File: config.mk
export PLATFORM = sky130hd
export DESIGN_NAME = multi_reg_mover
export DESIGN_NICKNAME = d
export VERILOG_FILES = /design/src/rtl/multi_reg_mover_pkg.sv /design/src/rtl/multi_reg_mover_dp.sv /design/src/rtl/multi_reg_mover_ctrl.sv /design/src/rtl/multi_reg_mover.sv
export SDC_FILE = /design/constraint.sdc
export NUM_CORES = 1
export LEC_CHECK = 0
export BUFFER_PORTS_ARGS = -buffer_cell sky130_fd_sc_hd__buf_4
export CAP_MARGIN = 40
export CELL_PAD_IN_SITES_DETAIL_PLACEMENT = 1
export CELL_PAD_IN_SITES_GLOBAL_PLACEMENT = 2
export CORE_MARGIN = 10
export CORE_UTILIZATION = 26
export CTS_BUF_LIST = sky130_fd_sc_hd__clkbuf_8
export DETAILED_ROUTE_END_ITERATION = 7
export PLACE_DENSITY = 0.9
export SLEW_MARGIN = 20
export SYNTH_ARGS = -nofsm -noshare
export SYNTH_HDL_FRONTEND = slang
export SYNTH_HIERARCHICAL = 1
export SYNTH_SLANG_ARGS = --single-unit
File: constraint.sdc
create_clock -name clk -period 3.8 [get_ports clk]
set_input_delay 0.76 -clock clk [delete_from_list [all_inputs] [get_ports clk]]
set_output_delay 0.76 -clock clk [all_outputs]
set_load 0.1 [all_outputs]
File: src/rtl/multi_reg_mover_pkg.sv
package multi_reg_mover_pkg;
  localparam int NREG     = 16;
  localparam int IDX_W    = $clog2(NREG);
  localparam int INSTR_W  = 25;
  localparam int BASE_LSB = 16;
  localparam int LOAD_BIT = 20;
  localparam int WB_BIT   = 21;
  localparam int BAD_BIT  = 22;
  localparam int UP_BIT   = 23;
  localparam int PRE_BIT  = 24;

  typedef enum logic [2:0] {S_IDLE, S_REQ, S_RDW, S_FIN, S_BAD} seqState_t;

  typedef struct packed {
    logic capture;
    logic advance;
    logic wrLoad;
    logic wrBase;
  } dpStrobe_t;
endpackage

File: src/rtl/multi_reg_mover_dp.sv
module multi_reg_mover_dp import multi_reg_mover_pkg::*; #(
  parameter int DATA_W     = 32,
  parameter int WORD_BYTES = 4
) (
  input  logic               clk,
  input  logic               rstN,
  input  dpStrobe_t          strobe,
  input  logic [INSTR_W-1:0] instrWord,
  input  logic [DATA_W-1:0]  baseVal,
  input  logic [DATA_W-1:0]  memRdData,
  input  logic [DATA_W-1:0]  rfRdData,
  output logic               badIn,
  output logic               emptyIn,
  output logic               isLoad,
  output logic               isWb,
  output logic               lastOne,
  output logic               pendEmpty,
  output logic [DATA_W-1:0]  memAddr,
  output logic               memWrite,
  output logic [DATA_W-1:0]  memWdata,
  output logic [IDX_W-1:0]   rfRdIdx,
  output logic               rfWrEn,
  output logic [IDX_W-1:0]   rfWrIdx,
  output logic [DATA_W-1:0]  rfWrData
);
  localparam logic [DATA_W-1:0] STEP = DATA_W'(WORD_BYTES);

  logic [DATA_W-1:0] addrQ;
  logic [NREG-1:0]   pendQ;
  logic              upQ, preQ, loadQ, wbQ;
  logic [IDX_W-1:0]  baseQ, ldIdxQ, curIdx;
  logic [NREG-1:0]   listIn, pendNext;
  logic [DATA_W-1:0] stepAddr;

  assign listIn  = instrWord[NREG-1:0];
  assign badIn   = instrWord[BAD_BIT] | (instrWord[BASE_LSB +: IDX_W] == IDX_W'(NREG - 1))
                 | listIn[NREG-1];
  assign emptyIn = (listIn == '0);

  // next register: lowest set bit when ascending, highest when descending
  always_comb begin
    curIdx = '0;
    if (upQ) begin
      for (int i = NREG - 1; i >= 0; i--) if (pendQ[i]) curIdx = IDX_W'(i);
    end else begin
      for (int i = 0; i < NREG; i++) if (pendQ[i]) curIdx = IDX_W'(i);
    end
  end

  assign pendNext  = pendQ & ~(NREG'(1) << curIdx);
  assign lastOne   = (pendNext == '0);
  assign pendEmpty = (pendQ == '0);
  assign stepAddr  = upQ ? addrQ + STEP : addrQ - STEP;

  always_ff @(posedge clk or negedge rstN) begin
    if (!rstN) begin
      addrQ  <= '0;
      pendQ  <= '0;
      upQ    <= 1'b0;
      preQ   <= 1'b0;
      loadQ  <= 1'b0;
      wbQ    <= 1'b0;
      baseQ  <= '0;
      ldIdxQ <= '0;
    end else if (strobe.capture) begin
      addrQ <= baseVal;
      pendQ <= listIn;
      upQ   <= instrWord[UP_BIT];
      preQ  <= instrWord[PRE_BIT];
      loadQ <= instrWord[LOAD_BIT];
      wbQ   <= instrWord[WB_BIT] & ~emptyIn;
      baseQ <= instrWord[BASE_LSB +: IDX_W];
    end else if (strobe.advance) begin
      addrQ  <= stepAddr;
      pendQ  <= pendNext;
      ldIdxQ <= curIdx;
    end
  end

  assign isLoad   = loadQ;
  assign isWb     = wbQ;
  assign memAddr  = preQ ? stepAddr : addrQ;
  assign memWrite = ~loadQ;
  assign rfRdIdx  = curIdx;
  assign memWdata = rfRdData;
  assign rfWrEn   = strobe.wrLoad | strobe.wrBase;
  assign rfWrIdx  = strobe.wrBase ? baseQ : ldIdxQ;
  assign rfWrData = strobe.wrBase ? addrQ : memRdData;

  // each accepted access moves the address one word in the scan direction
  p_step_dir_r2: assert property (@(posedge clk) disable iff (!rstN)
    strobe.advance |=> (addrQ == (upQ ? $past(addrQ) + STEP : $past(addrQ) - STEP)));
  // every accepted access retires exactly one list entry
  p_one_visit_r1: assert property (@(posedge clk) disable iff (!rstN)
    strobe.advance |=> ($countones(pendQ) == $countones($past(pendQ)) - 1));
endmodule

File: src/rtl/multi_reg_mover_ctrl.sv
module multi_reg_mover_ctrl import multi_reg_mover_pkg::*; (
  input  logic      clk,
  input  logic      rstN,
  input  logic      start,
  input  logic      badIn,
  input  logic      emptyIn,
  input  logic      isLoad,
  input  logic      isWb,
  input  logic      lastOne,
  input  logic      pendEmpty,
  input  logic      memReady,
  input  logic      memRdValid,
  output dpStrobe_t strobe,
  output logic      memValid,
  output logic      done,
  output logic      invalid
);
  seqState_t stateQ, stateD;

  always_comb begin
    stateD   = stateQ;
    strobe   = '0;
    memValid = 1'b0;
    done     = 1'b0;
    invalid  = 1'b0;
    unique case (stateQ)
      S_IDLE: if (start) begin
        if (badIn) stateD = S_BAD;
        else begin
          strobe.capture = 1'b1;
          stateD = emptyIn ? S_FIN : S_REQ;
        end
      end
      S_REQ: begin
        memValid = 1'b1;
        if (memReady) begin
          strobe.advance = 1'b1;
          if (isLoad)       stateD = S_RDW;
          else if (lastOne) stateD = S_FIN;
        end
      end
      S_RDW: if (memRdValid) begin
        strobe.wrLoad = 1'b1;
        stateD = pendEmpty ? S_FIN : S_REQ;
      end
      S_FIN: begin
        done          = 1'b1;
        strobe.wrBase = isWb;
        stateD        = S_IDLE;
      end
      S_BAD: begin
        done    = 1'b1;
        invalid = 1'b1;
        stateD  = S_IDLE;
      end
      default: stateD = S_IDLE;
    endcase
  end

  always_ff @(posedge clk or negedge rstN) begin
    if (!rstN) stateQ <= S_IDLE;
    else       stateQ <= stateD;
  end

  // completion is a single-cycle pulse
  p_done_pulse_r11: assert property (@(posedge clk) disable iff (!rstN)
    done |=> !done);
  // a refused instruction touches neither memory nor registers
  p_bad_quiet_r8: assert property (@(posedge clk) disable iff (!rstN)
    invalid |-> (done && !memValid && !strobe.wrBase && !strobe.wrLoad));
  // a start seen while busy never re-captures
  p_busy_ignore_r10: assert property (@(posedge clk) disable iff (!rstN)
    (stateQ != S_IDLE) |-> !strobe.capture);
endmodule

File: src/rtl/multi_reg_mover.sv
module multi_reg_mover import multi_reg_mover_pkg::*; #(
  parameter int DATA_W     = 32,
  parameter int WORD_BYTES = 4
) (
  input  logic               clk,
  input  logic               rstN,
  input  logic               start,
  input  logic [INSTR_W-1:0] instrWord,
  input  logic [DATA_W-1:0]  baseVal,
  output logic               memValid,
  input  logic               memReady,
  output logic               memWrite,
  output logic [DATA_W-1:0]  memAddr,
  output logic [DATA_W-1:0]  memWdata,
  input  logic [DATA_W-1:0]  memRdData,
  input  logic               memRdValid,
  output logic [IDX_W-1:0]   rfRdIdx,
  input  logic [DATA_W-1:0]  rfRdData,
  output logic               rfWrEn,
  output logic [IDX_W-1:0]   rfWrIdx,
  output logic [DATA_W-1:0]  rfWrData,
  output logic               done,
  output logic               invalid
);
  dpStrobe_t strobe;
  logic badIn, emptyIn, isLoad, isWb, lastOne, pendEmpty;

  multi_reg_mover_ctrl u_ctrl (
    .clk(clk), .rstN(rstN), .start(start), .badIn(badIn), .emptyIn(emptyIn),
    .isLoad(isLoad), .isWb(isWb), .lastOne(lastOne), .pendEmpty(pendEmpty),
    .memReady(memReady), .memRdValid(memRdValid), .strobe(strobe),
    .memValid(memValid), .done(done), .invalid(invalid)
  );

  multi_reg_mover_dp #(.DATA_W(DATA_W), .WORD_BYTES(WORD_BYTES)) u_dp (
    .clk(clk), .rstN(rstN), .strobe(strobe), .instrWord(instrWord), .baseVal(baseVal),
    .memRdData(memRdData), .rfRdData(rfRdData), .badIn(badIn), .emptyIn(emptyIn),
    .isLoad(isLoad), .isWb(isWb), .lastOne(lastOne), .pendEmpty(pendEmpty),
    .memAddr(memAddr), .memWrite(memWrite), .memWdata(memWdata), .rfRdIdx(rfRdIdx),
    .rfWrEn(rfWrEn), .rfWrIdx(rfWrIdx), .rfWrData(rfWrData)
  );

  // a pending request holds until accepted
  p_req_hold_r5: assert property (@(posedge clk) disable iff (!rstN)
    (memValid && !memReady) |=> (memValid && $stable(memAddr) && $stable(memWrite)));
  // no new request while a load result is outstanding
  p_rd_order_r6: assert property (@(posedge clk) disable iff (!rstN)
    (memValid && memReady && !memWrite) |=> !memValid);
endmodule

==> flow_metrics.py <==
metrics = {
    "run_status": {
        "result_of_the_run": "finished, violations left",
        "violations": "setup timing",
    },
    "die": {
        "die-height_um": 172,
        "die-area_um2": 29500,
        "die_width_um": 172,
        "core_um2": 22600,
        "row_count": 55,
        "initial_core_util": 0.264,
        "ioPinCount": 235,
    },
    "clock_network": {
        "numCtsBuffers": 9,
        "clkSinkCount": 63,
        "clockRootBuffer": "sky130_fd_sc_hd__clkbuf_8",
        "tritoncts": "done",
        "clkTransAtPathRegs_ns": 0.08,
        "h_tree_levels": 3,
        "clkLatencyLatePin_ns": 0.36,
        "clock_tree.buffer_depth": 2,
    },
    "final_layout": {
        "final_nets": 1091,
        "post_route_cells_drive_above_1_share": 0.501,
        "number_of_antenna_repair_diodes": 0,
        "layout.filler_cells": 2597,
        "area_growth_syn_to_layout_pct": 55.2,
    },
    "worst_setup_path": {
        "path_common_cell": "sky130_fd_sc_hd__buf_4",
        "path_class": "register to primary output",
        "path_max_fanout": 5,
        "max_stage_delay_ns": 0.40,
        "crit_slowest_cell": "sky130_fd_sc_hd__dfrtp_1",
        "cp_cell_sequence": "clkinvlp_4 -> buf_8 -> buf_4 -> ha_4 -> a21oi_2 -> o21ai_0 -> a21o_1 -> o311ai_4 -> a21boi_2 -> o221a_4 -> o41ai_4 -> mux2i_1 -> buf_4 -> xor2_4 -> buf_12",
        "worst-endpoint-arrival_ns": 3.64,
        "worst_setup_path_start_kind": "register",
        "endpoint_kind": "primary output",
        "worst_ep_required_time_ns": 3.04,
    },
    "place": {
        "port_buffers": 170,
        "place_worst_setup_slack_ns": -0.353,
        "dpl.hpwl_mm": 18.6,
        "place.gp.congestion": 0.908,
    },
    "global_routing": {
        "grt_first_pass_wirelength_mm": 37.9,
        "antenna_found_initial": 0,
        "grt_most_used_layer": "met2",
        "leftover_overflow_at_the_end_of_global_routing": 0,
        "gr-usage-all-layers": 0.162,
        "groute.layer.met3.usage": 0.0511,
        "grt_max_degree": 58,
        "grt.met1_usage": 0.186,
        "use_met2": 0.284,
        "grt_pass1_vias": 6923,
    },
    "synth": {
        "synth_seq_area_share": 0.263,
        "yosysWarningCount": 6,
        "mappedNetlistArea_um2": 5980,
        "netlist-cell-type-count": 78,
        "synthCells": 706,
        "synth-seq-cells": 63,
        "synth-edff-count": 0,
        "synth_top_flop_cell": "sky130_fd_sc_hd__dfrtp_1",
        "syn-num-nets": 861,
        "async_flop_share": 1.00,
        "postSynthAreaPerCell_um2": 8.48,
    },
    "timing": {
        "drv_slew": 0,
        "setup-violations-final": 18,
        "finalWorstSetupSlack_ns": -0.597,
        "post-route-period-util": 1.16,
        "post_route_worst_hold_slack_ns": 0.298,
        "finalClockSkew_ns": 0.0105,
        "timing.final.crit_period_ns": 4.40,
        "tightest_slew_ns": 0.635,
        "grt_setup_unrepaired": "true",
        "timing.slew.headroom": 0.577,
        "maxClockFrequency_mhz": 227,
        "hold_violations": 0,
    },
    "routing": {
        "drc": 0,
        "drt_iter0_markers": 293,
        "route.vias.total": 6343,
        "detailedRoute.firstPassIterationCount": 4,
        "avgViaCountPerCell": 5.17,
        "wirelength_mm": 25.0,
        "postRouteAntennaNets": 0,
        "wl_per_cell_um": 20.4,
    },
    "worst_hold_path": {
        "hold_path_class": "primary input to async pin",
    },
    "flow_run": {
        "drv.max_cap_violation_count": 0,
    },
}
[state kept, by name, indices dropped and copies added (netlist names)]
signal	cells
u_dp/pendQ	16
u_dp/ldIdxQ	4
u_dp/upQ	1
u_dp/preQ	1
u_dp/addrQ	32
u_dp/baseQ	4
u_dp/isWb	1
u_ctrl/stateQ	3
u_dp/isLoad	1
[metrics by stage]
step	cells	utilization	TNS, ns	instance area (um^2)
after global placement	1190	0.361	-0.905	8170
after CTS	1215	0.394	-5.37	8920
after detailed placement	1191	0.362	-1.75	8190
after global routing	1226	0.410	-8.57	9290
after floorplan	706	-	-1.86	6160
final	1226	0.410	-5.43	9290
[repair_timing]
item | CTS | global route
pin swaps | 28 | 23
gates cloned | 0 | 0
setup buffers | 8 | 12
hold endpoints to repair | 0 | 0
resized for setup | 95 | 61
setup endpoints to repair | 21 | 24
hold buffers | 0 | 0
[per-layer routing]
metal	routed length, um	vias up	part of all wire
met3	1560	30	0.062
li1	-	3001	-
met1	10100	3132	0.40
met5	0	-	0
met4	517	0	0.021
met2	12800	180	0.51
[path summary, 6_finish.rpt]
path	start	cells past startpoint	end	slack [ns]
hold / removal	rstN	1	u_dp/addrQ[21]	0.30
setup reg to reg	u_dp/upQ	15	u_dp/addrQ[29]	0.53
setup / recovery	u_dp/upQ	15	memAddr[31]	-0.60
min in group clk	u_dp/ldIdxQ[3]	2	u_dp/ldIdxQ[3]	0.49
max in group asynchronous	rstN	2	u_dp/preQ	2.95
hold reg to reg	u_dp/ldIdxQ[3]	2	u_dp/ldIdxQ[3]	0.49
[area by class of cell]
| type | instances | area [um^2] | area share |
|---|---|---|---|
| Clock buffer | 14 | 193 | 0.0207 |
| Clock inverter | 2 | 35.0 | 0.00377 |
| Inverter | 19 | 87.6 | 0.00943 |
| Multi-Input combinational cell | 551 | 4500 | 0.484 |
| Sequential cell | 63 | 1580 | 0.170 |
| Tap cell | 285 | 357 | 0.0384 |
| Timing Repair Buffer | 292 | 2540 | 0.274 |
[kinds of logic (layout without fill, tap and decap cells)]
group                      count (synthesis)  after routing  synth area share
AOI/OAI and AO/OA                        201            201             0.213
xor gates and xnor gates                  26             26            0.0381
adders and majority gates                 29             29            0.0619
buffers and inverters                     92            327            0.0859
DFF                                       63             63             0.263
muxes                                     83             83             0.152
and+or+nand+nor                          212            212             0.186
[synthesized netlist by cell type (all sizes together), types with 5 or more instances]
library cell | n | share of area
a211oi | 5 | 0.0063
a21o | 14 | 0.018
a21oi | 36 | 0.031
a31oi | 7 | 0.0073
and3 | 6 | 0.0065
buf | 45 | 0.054
clkbuf | 28 | 0.018
dfrtp | 63 | 0.26
ha | 28 | 0.059
inv | 18 | 0.011
mux2 | 64 | 0.12
mux2i | 19 | 0.032
nand2 | 77 | 0.049
nand2b | 6 | 0.0063
nand3 | 17 | 0.014
nand4 | 7 | 0.0073
nor2 | 31 | 0.020
nor3 | 17 | 0.014
nor3b | 10 | 0.014
nor4 | 10 | 0.011
o21ai | 93 | 0.080
o21bai | 8 | 0.010
o31ai | 5 | 0.0071
or3 | 5 | 0.0052
xnor2 | 13 | 0.019
xor2 | 13 | 0.019
[worst max-delay path: cells and delay by family, from the launching register on]
kind	cells	cell delay, ns
buf+inv	5	0.76
mux	1	0.22
compound gates	7	1.50
flops	1	0.40
fa+ha+maj	1	0.23
xor+xnor	1	0.16
[cell usage in the layout, fill, tap and decap left out, types with 6 or more instances in the layout]
master,Yosys,final
sky130_fd_sc_hd__buf_4,37,256
sky130_fd_sc_hd__nand2_1,76,74
sky130_fd_sc_hd__o21ai_0,85,74
sky130_fd_sc_hd__dfrtp_1,63,62
sky130_fd_sc_hd__mux2_2,64,53
sky130_fd_sc_hd__nor2_1,30,28
sky130_fd_sc_hd__buf_12,0,21
sky130_fd_sc_hd__a21oi_1,34,21
sky130_fd_sc_hd__ha_1,28,20
sky130_fd_sc_hd__mux2i_1,19,18
sky130_fd_sc_hd__nor3_1,17,16
sky130_fd_sc_hd__inv_1,16,15
sky130_fd_sc_hd__clkbuf_8,0,14
sky130_fd_sc_hd__nand3_1,17,14
sky130_fd_sc_hd__a21o_1,14,13
sky130_fd_sc_hd__a21oi_2,2,12
sky130_fd_sc_hd__xnor2_1,13,11
sky130_fd_sc_hd__mux2_4,0,11
sky130_fd_sc_hd__buf_6,2,10
sky130_fd_sc_hd__o21ai_1,7,10
sky130_fd_sc_hd__nor4_1,9,8
sky130_fd_sc_hd__nand4_1,7,7
sky130_fd_sc_hd__ha_4,0,7
sky130_fd_sc_hd__o21bai_1,8,6
sky130_fd_sc_hd__nand2b_1,6,6
sky130_fd_sc_hd__o21ai_2,0,6
sky130_fd_sc_hd__xor2_1,13,6
sky130_fd_sc_hd__nor3b_1,9,6
Power is left out: the tool's default activity adds up to more than one toggle a clock period on the data nets, which glitch-free logic cannot reach.
